--- src/rtl/ixs_pkg.sv ---
package ixs_pkg;

    localparam int NUM_CELLS = 4;
    localparam int NUM_STEPS = 9;
    localparam int IDX_W     = $clog2(NUM_STEPS + 1);
    localparam logic [IDX_W-1:0] LAST_IDX = IDX_W'(NUM_STEPS - 1);

    typedef enum logic [1:0] {
        CELL_A  = 2'd0,
        CELL_B  = 2'd1,
        CELL_S0 = 2'd2,
        CELL_S1 = 2'd3
    } cell_id_e;

    typedef enum logic {
        OP_CLR = 1'b0,
        OP_IMP = 1'b1
    } prim_op_e;

    typedef struct packed {
        prim_op_e op;
        cell_id_e src;
        cell_id_e dst;
    } prim_t;

    typedef logic [NUM_CELLS-1:0] cell_vec_t;

    // Micro-program: S0 <- ~A, S1 <- ~B, B <- A imp B,
    // S1 <- ~A imp ~B, S0 <- ~S1, S0 <- B imp S0.
    function automatic prim_t program_step(input logic [IDX_W-1:0] idx);
        prim_t p;
        case (idx)
            IDX_W'(0): p = '{op: OP_CLR, src: CELL_S0, dst: CELL_S0};
            IDX_W'(1): p = '{op: OP_IMP, src: CELL_A,  dst: CELL_S0};
            IDX_W'(2): p = '{op: OP_CLR, src: CELL_S1, dst: CELL_S1};
            IDX_W'(3): p = '{op: OP_IMP, src: CELL_B,  dst: CELL_S1};
            IDX_W'(4): p = '{op: OP_IMP, src: CELL_A,  dst: CELL_B};
            IDX_W'(5): p = '{op: OP_IMP, src: CELL_S0, dst: CELL_S1};
            IDX_W'(6): p = '{op: OP_CLR, src: CELL_S0, dst: CELL_S0};
            IDX_W'(7): p = '{op: OP_IMP, src: CELL_S1, dst: CELL_S0};
            IDX_W'(8): p = '{op: OP_IMP, src: CELL_B,  dst: CELL_S0};
            default:   p = '{op: OP_IMP, src: CELL_A,  dst: CELL_A};
        endcase
        return p;
    endfunction

    function automatic cell_vec_t apply_prim(input cell_vec_t c, input prim_t p);
        cell_vec_t n;
        n = c;
        if (p.op == OP_CLR) begin
            n[p.dst] = 1'b0;
        end else begin
            n[p.dst] = ~c[p.src] | c[p.dst];
        end
        return n;
    endfunction

endpackage

--- src/rtl/ixs_ctrl.sv ---
module ixs_ctrl
    import ixs_pkg::*;
(
    input  logic             clk,
    input  logic             rst,
    input  logic             start,
    output logic             load,
    output logic             exec,
    output logic             busy,
    output logic             done,
    output logic [IDX_W-1:0] idx
);

    assign load = start && !busy;
    assign exec = busy;

    always_ff @(posedge clk) begin
        if (rst) begin
            busy <= 1'b0;
            done <= 1'b0;
            idx  <= '0;
        end else begin
            done <= 1'b0;
            if (!busy) begin
                if (start) begin
                    busy <= 1'b1;
                    idx  <= '0;
                end
            end else if (idx == LAST_IDX) begin
                busy <= 1'b0;
                done <= 1'b1;
                idx  <= '0;
            end else begin
                idx <= idx + 1'b1;
            end
        end
    end

    AST_ACCEPT_START: assert property (@(posedge clk) disable iff (rst)
        (start && !busy) |=> (busy && idx == '0));
    AST_STEP_ADVANCE: assert property (@(posedge clk) disable iff (rst)
        (busy && idx != LAST_IDX) |=> (busy && idx == $past(idx) + 1'b1));
    AST_FINISH: assert property (@(posedge clk) disable iff (rst)
        (busy && idx == LAST_IDX) |=> (done && !busy && idx == '0));
    AST_DONE_PULSE: assert property (@(posedge clk) disable iff (rst)
        done |=> !done);
    AST_IGNORE_START: assert property (@(posedge clk) disable iff (rst)
        (busy && start && idx != LAST_IDX) |=> (idx == $past(idx) + 1'b1));

endmodule

--- src/rtl/ixs_cells.sv ---
module ixs_cells
    import ixs_pkg::*;
(
    input  logic      clk,
    input  logic      rst,
    input  logic      load,
    input  logic      a_val,
    input  logic      b_val,
    input  logic      exec,
    input  prim_t     prim,
    output cell_vec_t cells
);

    cell_vec_t cells_nxt;

    always_comb begin
        cells_nxt = cells;
        if (load) begin
            cells_nxt[CELL_A]  = a_val;
            cells_nxt[CELL_B]  = b_val;
            cells_nxt[CELL_S0] = 1'b0;
            cells_nxt[CELL_S1] = 1'b0;
        end else if (exec) begin
            cells_nxt = apply_prim(cells, prim);
        end
    end

    always_ff @(posedge clk) begin
        if (rst) begin
            cells <= '0;
        end else begin
            cells <= cells_nxt;
        end
    end

    AST_LOAD_CELLS: assert property (@(posedge clk) disable iff (rst)
        load |=> (cells[CELL_A] == $past(a_val) && cells[CELL_B] == $past(b_val)
                  && !cells[CELL_S0] && !cells[CELL_S1]));
    AST_IDLE_HOLD: assert property (@(posedge clk) disable iff (rst)
        (!load && !exec) |=> $stable(cells));

    for (genvar i = 0; i < NUM_CELLS; i++) begin : g_cell_chk
        AST_CLR_ZERO: assert property (@(posedge clk) disable iff (rst)
            (exec && prim.op == OP_CLR && int'(prim.dst) == i) |=> !cells[i]);
        AST_IMP_SET: assert property (@(posedge clk) disable iff (rst)
            (exec && prim.op == OP_IMP && int'(prim.dst) == i
             && (!cells[prim.src] || cells[i])) |=> cells[i]);
        AST_IMP_KEEP: assert property (@(posedge clk) disable iff (rst)
            (exec && prim.op == OP_IMP && int'(prim.dst) == i
             && cells[prim.src] && !cells[i]) |=> !cells[i]);
        AST_OTHERS_STABLE: assert property (@(posedge clk) disable iff (rst)
            (exec && int'(prim.dst) != i) |=> (cells[i] == $past(cells[i])));
    end

endmodule

--- src/rtl/imp_xor_seq.sv ---
module imp_xor_seq
    import ixs_pkg::*;
(
    input  logic             clk,
    input  logic             rst,
    input  logic             start,
    input  logic             a_in,
    input  logic             b_in,
    output logic             busy,
    output logic             done,
    output logic [IDX_W-1:0] step_idx,
    output logic             cell_a,
    output logic             cell_b,
    output logic             cell_s0,
    output logic             cell_s1
);

    logic      load;
    logic      exec;
    prim_t     prim;
    cell_vec_t cells;

    ixs_ctrl u_ctrl (
        .clk   (clk),
        .rst   (rst),
        .start (start),
        .load  (load),
        .exec  (exec),
        .busy  (busy),
        .done  (done),
        .idx   (step_idx)
    );

    assign prim = program_step(step_idx);

    ixs_cells u_cells (
        .clk   (clk),
        .rst   (rst),
        .load  (load),
        .a_val (a_in),
        .b_val (b_in),
        .exec  (exec),
        .prim  (prim),
        .cells (cells)
    );

    assign cell_a  = cells[CELL_A];
    assign cell_b  = cells[CELL_B];
    assign cell_s0 = cells[CELL_S0];
    assign cell_s1 = cells[CELL_S1];

endmodule

--- config.mk ---
export PLATFORM = sky130hd
export DESIGN_NAME = imp_xor_seq
export DESIGN_NICKNAME = d
export VERILOG_FILES = /design/src/rtl/ixs_pkg.sv /design/src/rtl/ixs_ctrl.sv /design/src/rtl/ixs_cells.sv /design/src/rtl/imp_xor_seq.sv
export SDC_FILE = /design/constraint.sdc
export NUM_CORES = 1
export LEC_CHECK = 0
export BUFFER_PORTS_ARGS = -buffer_cell sky130_fd_sc_hd__buf_2
export CAP_MARGIN = 5
export CORE_MARGIN = 8
export CORE_UTILIZATION = 35
export CTS_BUF_LIST = sky130_fd_sc_hd__clkbuf_4 sky130_fd_sc_hd__clkbuf_8 sky130_fd_sc_hd__clkbuf_16
export DETAILED_ROUTE_END_ITERATION = 12
export HOLD_SLACK_MARGIN = 0.12
export PLACE_DENSITY_LB_ADDON = 0.08
export SYNTH_ARGS = -nofsm -noshare
export SYNTH_HDL_FRONTEND = slang
export SYNTH_SLANG_ARGS = --single-unit
--- constraint.sdc ---
create_clock -name clk -period 3.3 [get_ports clk]
set_clock_uncertainty 0.2 [all_clocks]
set_input_delay 0.165 -clock clk [delete_from_list [all_inputs] [get_ports clk]]
set_output_delay 0.165 -clock clk [all_outputs]
set_load 0.05 [all_outputs]
==> results of run 1 <==
kinds of logic after synthesis:
logic type                 share of synthesized area [%]
adders and majority gates                           3.12
muxes                                               5.30
buffers and inverters                               4.68
AOI/OAI and AO/OA                                   25.7
DFF                                                 37.4
and+or+nand+nor                                     23.7
sequential cells by signal (all words and copies together) (netlist names):
name           count
u_ctrl.busy        1
u_ctrl.idx         4
u_cells.cells      4
prim               5
u_ctrl.done        1
stage by stage:
step	util, %	instance area (sq um)
floorplan	-	802
global placement	40.7	892
detailed placement	40.7	892
CTS	44.8	982
global route	44.8	982
finish	44.8	982
per-layer routing:
metal	up-vias	share of wire (%)	wire length (um)	global-route usage, %
li1	373	-	-	-
met1	315	49	928	10.7
met2	9	46	868	15.6
met3	4	3.4	65	3.14
met4	0	1.4	27	5.01
met5	-	0	0	0
worst min-delay path by stage:
stage	from	end	cells after the start	slack [ns]
final	u_cells.cells[2]	u_cells.cells[2]	1	0.34
after global routing	u_cells.cells[2]	u_cells.cells[2]	1	0.38
after CTS	u_cells.cells[2]	u_cells.cells[2]	1	0.34
after detailed placement	a_in	u_cells.cells[0]	3	0.24
after global placement	a_in	u_cells.cells[0]	3	0.23
after floorplan	rst	u_cells.cells[3]	1	0.04
placed cells by master (no fill, tap or decap), drive strengths merged, types with 3 or more instances in the layout:
cell type	synthesis	layout
nand2	8	8
nor2	11	11
a31oi	3	3
inv	6	6
buf	1	14
nor3	3	3
nor2b	4	4
a22oi	4	4
dlygate4sd3	0	6
clkbuf	1	4
dfxtp	15	15
nand2b	4	4
where the power goes:
| group | leakage (nW) | internal (W) | switching, W | total [W] |
|---|---|---|---|---|
| combinational | 0.284 | 0.0000279 | 0.0000422 | 0.0000702 |
| clock | 0.0184 | 0.0000551 | 0.0000562 | 0.000111 |
| sequential | 0.122 | 0.000188 | 0.0000104 | 0.000198 |
| total | 0.425 | 0.000271 | 0.000109 | 0.000380 |
worst register-to-register path, stage by stage (launching register included):
cell and delay [ns]:
dfxtp_1 0.34, mux4_2 0.55, a221o_2 0.38, a31oi_1 0.15, dlygate4sd3_1 0.58
final cells by class:
type / instances / area share, %
repair buffers: 20 / 13.2
inverters: 6 / 2.29
clock buffers: 4 / 3.06
well taps: 28 / 3.57
flip-flops and latches: 15 / 30.6
multi-input cells: 67 / 47.3
==> impl_metrics.tcl, run 1 <==
set metrics [dict create \
    status "finished, final reports clean" \
    coreArea_sq_mm 0.00219 \
    worstPathCellList "mux4_2, a221o_2, a31oi_1, dlygate4sd3_1" \
    root_buffer "clkbuf_4" \
    postCtsSetupBuffers 0 \
    netlist_area_sq_um 802 \
    synth-edff-count 0 \
    path_class "register to register" \
    num_rows 17 \
    post_drt_wl_per_cell_um 13.5 \
    finalPower_w 0.000380 \
    dpl.hpwl_um 1370 \
    cts.path.max_buffers 2 \
    grt-ovfl-total 0 \
    drv_slew 0 \
    place.gp.congestion 0.836 \
    fmax_mhz 445 \
    first_pass_iters 3 \
    layout-drive-gt1-share_pct 24.1 \
    setup_ws_ns 1.05 \
    power.density_mw_per_mm2 387 \
    fin_hold_ws_ns 0.342 \
    path_clk_slew_ns 0.09 \
    synth.most_common_cell "dfxtp_1" \
    post-synth-top-area-cell "dfxtp_1" \
    crit_fanout 4 \
    setup_viol 0 \
    register_area_sq_um 300 \
    num-nets-final 120 \
    reg2reg_to "u_cells.cells[0]" \
    fin_crit_ns 2.25 \
    fillers 218 \
    dpl_worst_slack_ns 1.30 \
    yosysSeqAreaShare_pct 37.4 \
    synthTopCellsByCount "15 x dfxtp_1, 9 x nor2_1, 8 x nand2_1" \
    max_cap_violations 0 \
    syn_area_per_cell_sq_um 8.91 \
    antenna_found_initial 0 \
    startpoint_type "register" \
    dieArea_sq_mm 0.00408 \
    hold_buffers 6 \
    cts_tree "built" \
    antenna_cells 0 \
    slew-limit-headroom_pct 61.1 \
    critPathCapture "u_cells.cells[0]" \
    num_vias 701 \
    startpoint "prim[3]" \
    tns_ns 0 \
    rsz0062_at_grt "no" \
    cts_buffers 3 \
    yosysUniqueCellTypes 35 \
    dp_cells 130 \
    synth_seq_cells 15 \
    worstMarginPinSlew_ns 0.584 \
    yosysWarnings 0 \
    critPathRequiredTime_ns 3.32 \
    cts_resized 0 \
    rrSetupSlack_ns 1.05 \
    ios 15 \
    wirelength_um 1890 \
    area_delta_synth_final_pct 22.5 \
    crit_buf_inv 1 \
    grt_max_degree 15 \
    hp-class "register to register" \
    cp.arrival_ns 2.27 \
    synth_top_area_share_pct 37.4 \
    drtIter0Drc 24 \
    grt_pass1_wl_um 3110 \
    drtAntennaViolNets 0 \
    synthCells 90 \
    min_period_over_period_pct 68.0 \
    cts_sinks 15 \
    synth-async-reset-ratio_pct 0 \
    track_usage_pct 9.48 \
    htree_levels 1 \
    multi_input_area_sq_um 464 \
    p_leak_nw 0.425 \
    rr_worst_depth 4 \
    drc 0 \
    vias_per_cell 5.01 \
    start_util_pct 36.6 \
    die_x_um 63.9 \
    max_stage_delay_ns 0.58 \
    slowest_stage "dlygate4sd3_1" \
    end_kind "register" \
    crit_family "buffers and inverters" \
    hold_viol 0 \
    regToRegStartpoint "prim[3]" \
    synth_area_leaders "dfxtp_1 37%, nor2_1 4.2%, a22oi_1 3.7%" \
    fin_cells 140 \
    die_y_um 63.9 \
    clk_latency_ns 0.28 \
    grt_pass1_vias 670 \
    yosys_most_used_dff "dfxtp_1" \
    synth_nets 97 \
    port_buffers 14 \
    cp_num_cells 4 \
    vdd_ir_drop_max_mv 0.223 \
]
No activity file was read; power rests on OpenSTA's default activity.
==> run 2, diff against run 1 <==
Settings changed: ABC_AREA from default to 1.
Clock period 3.3 ns to 2 ns, I/O delays scaled along.
==> run 2 against run 1 <==
- clock-buffer cell count unchanged
- via count increased by 11%
- largest cell class unchanged
- combinational power increased by 110%
- sequential share of layout area increased by 0.13 points
- hold slack got worse by 0.00059 ns
==> impl_metrics.tcl, run 2 <==
set metrics [dict create \
    min_period_over_period_pct 85.8 \
    cts_resized 0 \
    first_pass_iters 4 \
    synth-edff-count 0 \
    drc 0 \
    die_x_um 64.0 \
    synth.most_common_cell "nand2_1" \
    switching_power_w 0.000216 \
    die_y_um 64.0 \
    synthCells 123 \
    port_buffers 14 \
    wirelength_um 1820 \
    startpoint_type "register" \
    end_kind "register" \
    yosysSeqAreaShare_pct 37.3 \
    vdd_ir_drop_max_mv 0.247 \
    drtAntennaViolNets 0 \
    p_clk_share_pct 28.4 \
    layout_commonest_cell "nand2_1" \
    cts.path.max_buffers 2 \
    num_vias 780 \
    multi_input_area_sq_um 419 \
    intPower_w 0.000452 \
    num_rows 17 \
    antenna_cells 0 \
    dpl_worst_slack_ns 0.292 \
    netlist_area_sq_um 806 \
    worstMarginPinSlew_ns 0.257 \
    cts_sinks 15 \
    yosys_most_used_dff "dfxtp_1" \
    fillers 247 \
    place.gp.congestion 0.769 \
    synth_seq_cells 15 \
    antenna_found_initial 0 \
    area_delta_synth_final_pct 21.9 \
    track_usage_pct 9.52 \
    register_area_sq_um 302 \
    dpl.hpwl_um 1450 \
    cts_buffers 3 \
    power.density_mw_per_mm2 680 \
    syn_area_per_cell_sq_um 6.55 \
    grt_pass1_wl_um 3180 \
    setup_viol 0 \
    hp-class "register to register" \
    path_clk_slew_ns 0.09 \
    drv_slew 0 \
    max_cap_violations 0 \
    root_buffer "clkbuf_4" \
    yosysWarnings 0 \
    tns_ns 0 \
    slew-limit-headroom_pct 83.0 \
    coreArea_sq_mm 0.00219 \
    swShare_pct 32.3 \
    rsz0062_at_grt "no" \
    crit_fanout 5 \
    num-nets-final 153 \
    comb_power_share_pct 22.1 \
    largest_reg_flops 5 \
    cts_tree "built" \
    clk_latency_ns 0.28 \
    p_leak_nw 0.509 \
    synth_nets 130 \
    dieArea_sq_mm 0.00409 \
    drtIter0Drc 19 \
    synth_top_area_share_pct 37.3 \
    fmax_mhz 583 \
    path_class "register to register" \
    grt_max_degree 9 \
    fin_crit_ns 1.72 \
    start_util_pct 36.8 \
    post-synth-top-area-cell "dfxtp_1" \
    pwr-share-seq_pct 49.5 \
    vias_per_cell 4.51 \
    grt-ovfl-total 0 \
    cp.arrival_ns 1.71 \
    setup_ws_ns 0.285 \
    mostFrequentLayoutCells "33 x nand2_1, 19 x inv_1, 14 x buf_2, 14 x dfxtp_1, 13 x nor2_1" \
    synthTopCellsByCount "33 x nand2_1, 19 x inv_1, 15 x dfxtp_1" \
    yosysUniqueCellTypes 21 \
    ios 15 \
    hold_viol 0 \
    synth_area_leaders "dfxtp_1 37%, nand2_1 15%, inv_1 8.9%" \
    synth-async-reset-ratio_pct 0 \
    layout-drive-gt1-share_pct 22.1 \
    post_drt_wl_per_cell_um 10.5 \
    critPathRequiredTime_ns 1.99 \
    htree_levels 1 \
    status "finished, final reports clean" \
    grt_pass1_vias 733 \
]
==> run 2: final timing paths <==
path	slack, ns	cells after the start	end	start
hold reg to reg	0.34	2	u_ctrl.done	u_ctrl.idx[3]
setup / recovery	0.28	12	prim[1]	u_ctrl.idx[1]
setup reg to reg	0.28	12	prim[1]	u_ctrl.idx[1]
hold / removal	0.34	2	u_ctrl.done	u_ctrl.idx[3]
==> run 2: layer usage <==
layer	track usage (%)	wire (um)	share of wire [%]	vias up
li1	-	-	-	428
met1	11.2	841	46	340
met2	14.7	860	47	10
met3	3.66	103	5.7	2
met4	5.01	14	0.77	0
met5	0	0	0	-
==> run 2: repair_timing <==
item	in CTS	in global routing
endpoints found under the setup margin	0	0
setup buffers	0	0
hold buffers	4	0
hold endpoints to repair	13	0
==> run 2: final cells by class <==
class                      instances  area share, %
timing repair buffer              18           11.2
inverter                          23           8.79
sequential                        15           30.7
clock buffer                       4           3.06
tap                               28           3.57
multi-input combinational         85           42.7
==> run 2: power groups by stage <==
stage	Combinational, W	Sequential (W)	Clock, W
after global placement	0.000143	0.000337	0
after detailed placement	0.000144	0.000337	0
after global routing	0.000163	0.000334	0.000209
after floorplan	0.0000724	0.000372	0
final	0.000148	0.000330	0.000190
after CTS	0.000150	0.000330	0.000197
==> run 2: stage by stage <==
stage	total power (W)	utilization [%]	hold slack [ns]	instance area (sq um)	cells
finish	0.000668	44.8	0.341	982	173
global route	0.000706	44.8	0.359	982	173
CTS	0.000677	44.8	0.341	982	173
global placement	0.000479	41.6	0.131	912	165
floorplan	0.000445	-	-0.0309	807	123
detailed placement	0.000480	41.6	0.129	912	165
==> run 2: kinds of logic (layout without fill, tap and decap cells) <==
| family | Yosys count | in the layout | synth area share [%] |
|---|---|---|---|
| and+or+nand+nor | 63 | 63 | 33.5 |
| DFF | 15 | 15 | 37.3 |
| AOI/OAI and AO/OA | 19 | 19 | 14.3 |
| adders and majority gates | 2 | 2 | 3.11 |
| xor gates and xnor gates | 1 | 1 | 1.09 |
| buffers and inverters | 23 | 45 | 10.7 |
==> run 2: critical path: stages (launching register included) <==
cell	delay [ns]
dfxtp_1	0.40
inv_1	0.09
ha_1	0.20
nand3_2	0.09
nand2_2	0.09
inv_1	0.06
nand3_1	0.06
nand2_1	0.06
nand2_1	0.12
nor2_2	0.13
inv_1	0.05
nand2_1	0.05
inv_1	0.03
==> run 3, diff against run 2 <==
Settings changed: CORE_UTILIZATION 35 to 40.
==> run 3 against run 2 <==
- final cell count unchanged
- global-route usage up 1.8 points
- via count up 2.3%
- hold slack worse by 0.0098 ns
- sequential power about the same
- clock-buffer cell count unchanged
- setup slack worse by 0.067 ns
- routed wire length down 2.1%
- flip-flop and latch count unchanged
- utilization up 6.7 points
- critical path type unchanged
==> impl_metrics.tcl, run 3 (synthesis results as in run 2) <==
set metrics [dict create \
    antenna_found_initial 0 \
    num_vias 798 \
    startpoint_type "register" \
    dieArea_sq_mm 0.00371 \
    regToRegStartpoint "u_ctrl.idx[1]" \
    drc 0 \
    worstPathCellList "inv_1, ha_1, nand3_2, nand2_2, a21oi_1, dlygate4sd3_1" \
    register_area_sq_um 302 \
    crit_fanout 5 \
    cts_sinks 15 \
    cts_resized 0 \
    num_rows 16 \
    dpl.hpwl_um 1390 \
    fillers 205 \
    die_x_um 60.9 \
    mostFrequentLayoutCells "33 x nand2_1, 19 x inv_1, 14 x buf_2, 14 x dfxtp_1, 13 x nor2_1" \
    crit_buf_inv 2 \
    layout-drive-gt1-share_pct 21.9 \
    start_util_pct 41.9 \
    first_pass_iters 4 \
    status "finished, final reports clean" \
    cp.arrival_ns 1.81 \
    place.gp.congestion 0.763 \
    startpoint "u_ctrl.idx[1]" \
    min_period_over_period_pct 89.1 \
    ios 15 \
    num-nets-final 154 \
    worstMarginPinSlew_ns 0.256 \
    setup_viol 0 \
    grt_pass1_vias 741 \
    cts_buffers 3 \
    die_y_um 60.9 \
    layout_commonest_cell "nand2_1" \
    postCtsSetupBuffers 0 \
    path_class "register to register" \
    hold_start "u_ctrl.idx[3]" \
    multi_input_area_sq_um 419 \
    p_leak_nw 0.514 \
    antenna_cells 0 \
    wirelength_um 1780 \
    largest_reg_flops 5 \
    critPathRequiredTime_ns 2.03 \
    coreArea_sq_mm 0.00192 \
    post_drt_wl_per_cell_um 10.3 \
    fin_crit_ns 1.78 \
    track_usage_pct 11.4 \
    cts_tree "built" \
    drv_slew 0 \
    htree_levels 1 \
    crit_family "buffers and inverters" \
    drtIter0Drc 25 \
    root_buffer "clkbuf_4" \
    cts.path.max_buffers 2 \
    drtAntennaViolNets 0 \
    grt_pass1_wl_um 3190 \
    rsz0062_at_grt "no" \
    hold_viol 0 \
    max_stage_delay_ns 0.55 \
    vias_per_cell 4.61 \
    max_cap_violations 0 \
    fmax_mhz 561 \
    end_kind "register" \
    utilization_pct 51.6 \
    hp-class "register to register" \
    power.density_mw_per_mm2 676 \
    tns_ns 0 \
    slowest_stage "dlygate4sd3_1" \
    port_buffers 14 \
    grt_max_degree 9 \
    clk_latency_ns 0.28 \
    vdd_ir_drop_max_mv 0.364 \
    grt-ovfl-total 0 \
    path_clk_slew_ns 0.09 \
    slew-limit-headroom_pct 83.0 \
    area_delta_synth_final_pct 23.0 \
    fin_hold_ws_ns 0.331 \
]
==> run 3: cell types whose count changed in the layout (fill, tap and decap cells not counted), sizes merged <==
cell | before | now
dlygate4sd3 | 4 | 5
==> run 3: stage by stage <==
stage	area [sq um]	std cells	total power (W)	setup slack, ns
after floorplan	807	123	0.000445	0.0152
after global placement	911	164	0.000478	0.340
after detailed placement	911	164	0.000479	0.298
after CTS	991	173	0.000674	0.230
after global routing	991	173	0.000708	0.0869
final	991	173	0.000670	0.217
==> run 3: final cells by class <==
cell class / count / area share, %
clock buffer: 4 / 3.03
timing repair buffer: 19 / 12.1
sequential: 15 / 30.4
multi-input combinational: 85 / 42.3
inverter: 23 / 8.71
tap: 27 / 3.41
==> run 3: path summary, 6_finish.rpt <==
path	endpoint	slack, ns	depth (start not counted)
max	u_ctrl.busy	0.22	6
min	u_ctrl.done	0.33	2
max reg2reg	u_ctrl.busy	0.22	6
min reg2reg	u_ctrl.done	0.33	2
==> run 3: routing by layer <==
| layer | up-vias | wire length (um) | track usage [%] |
|---|---|---|---|
| li1 | 428 | - | - |
| met3 | 2 | 103 | 3.39 |
| met1 | 352 | 848 | 13.3 |
| met4 | 0 | 10 | 5.32 |
| met2 | 16 | 819 | 18.4 |
| met5 | - | 0 | 0 |
==> run 3: tightest hold or removal path, stage by stage, from the launching register on <==
cell and delay, ns:
dfxtp_1 0.36, nand3_2 0.10, nor3_1 0.04
==> run 3: power breakdown <==
group	internal [W]	switching [W]	total, W
Combinational	0.0000470	0.000102	0.000149
Clock	0.0000909	0.0000995	0.000190
Sequential	0.000316	0.0000145	0.000330
==> run 3: timing repair <==
item | in CTS | in global routing
endpoints found under the hold margin | 13 | 0
hold buffers | 5 | 0
setup endpoints to repair | 0 | 0
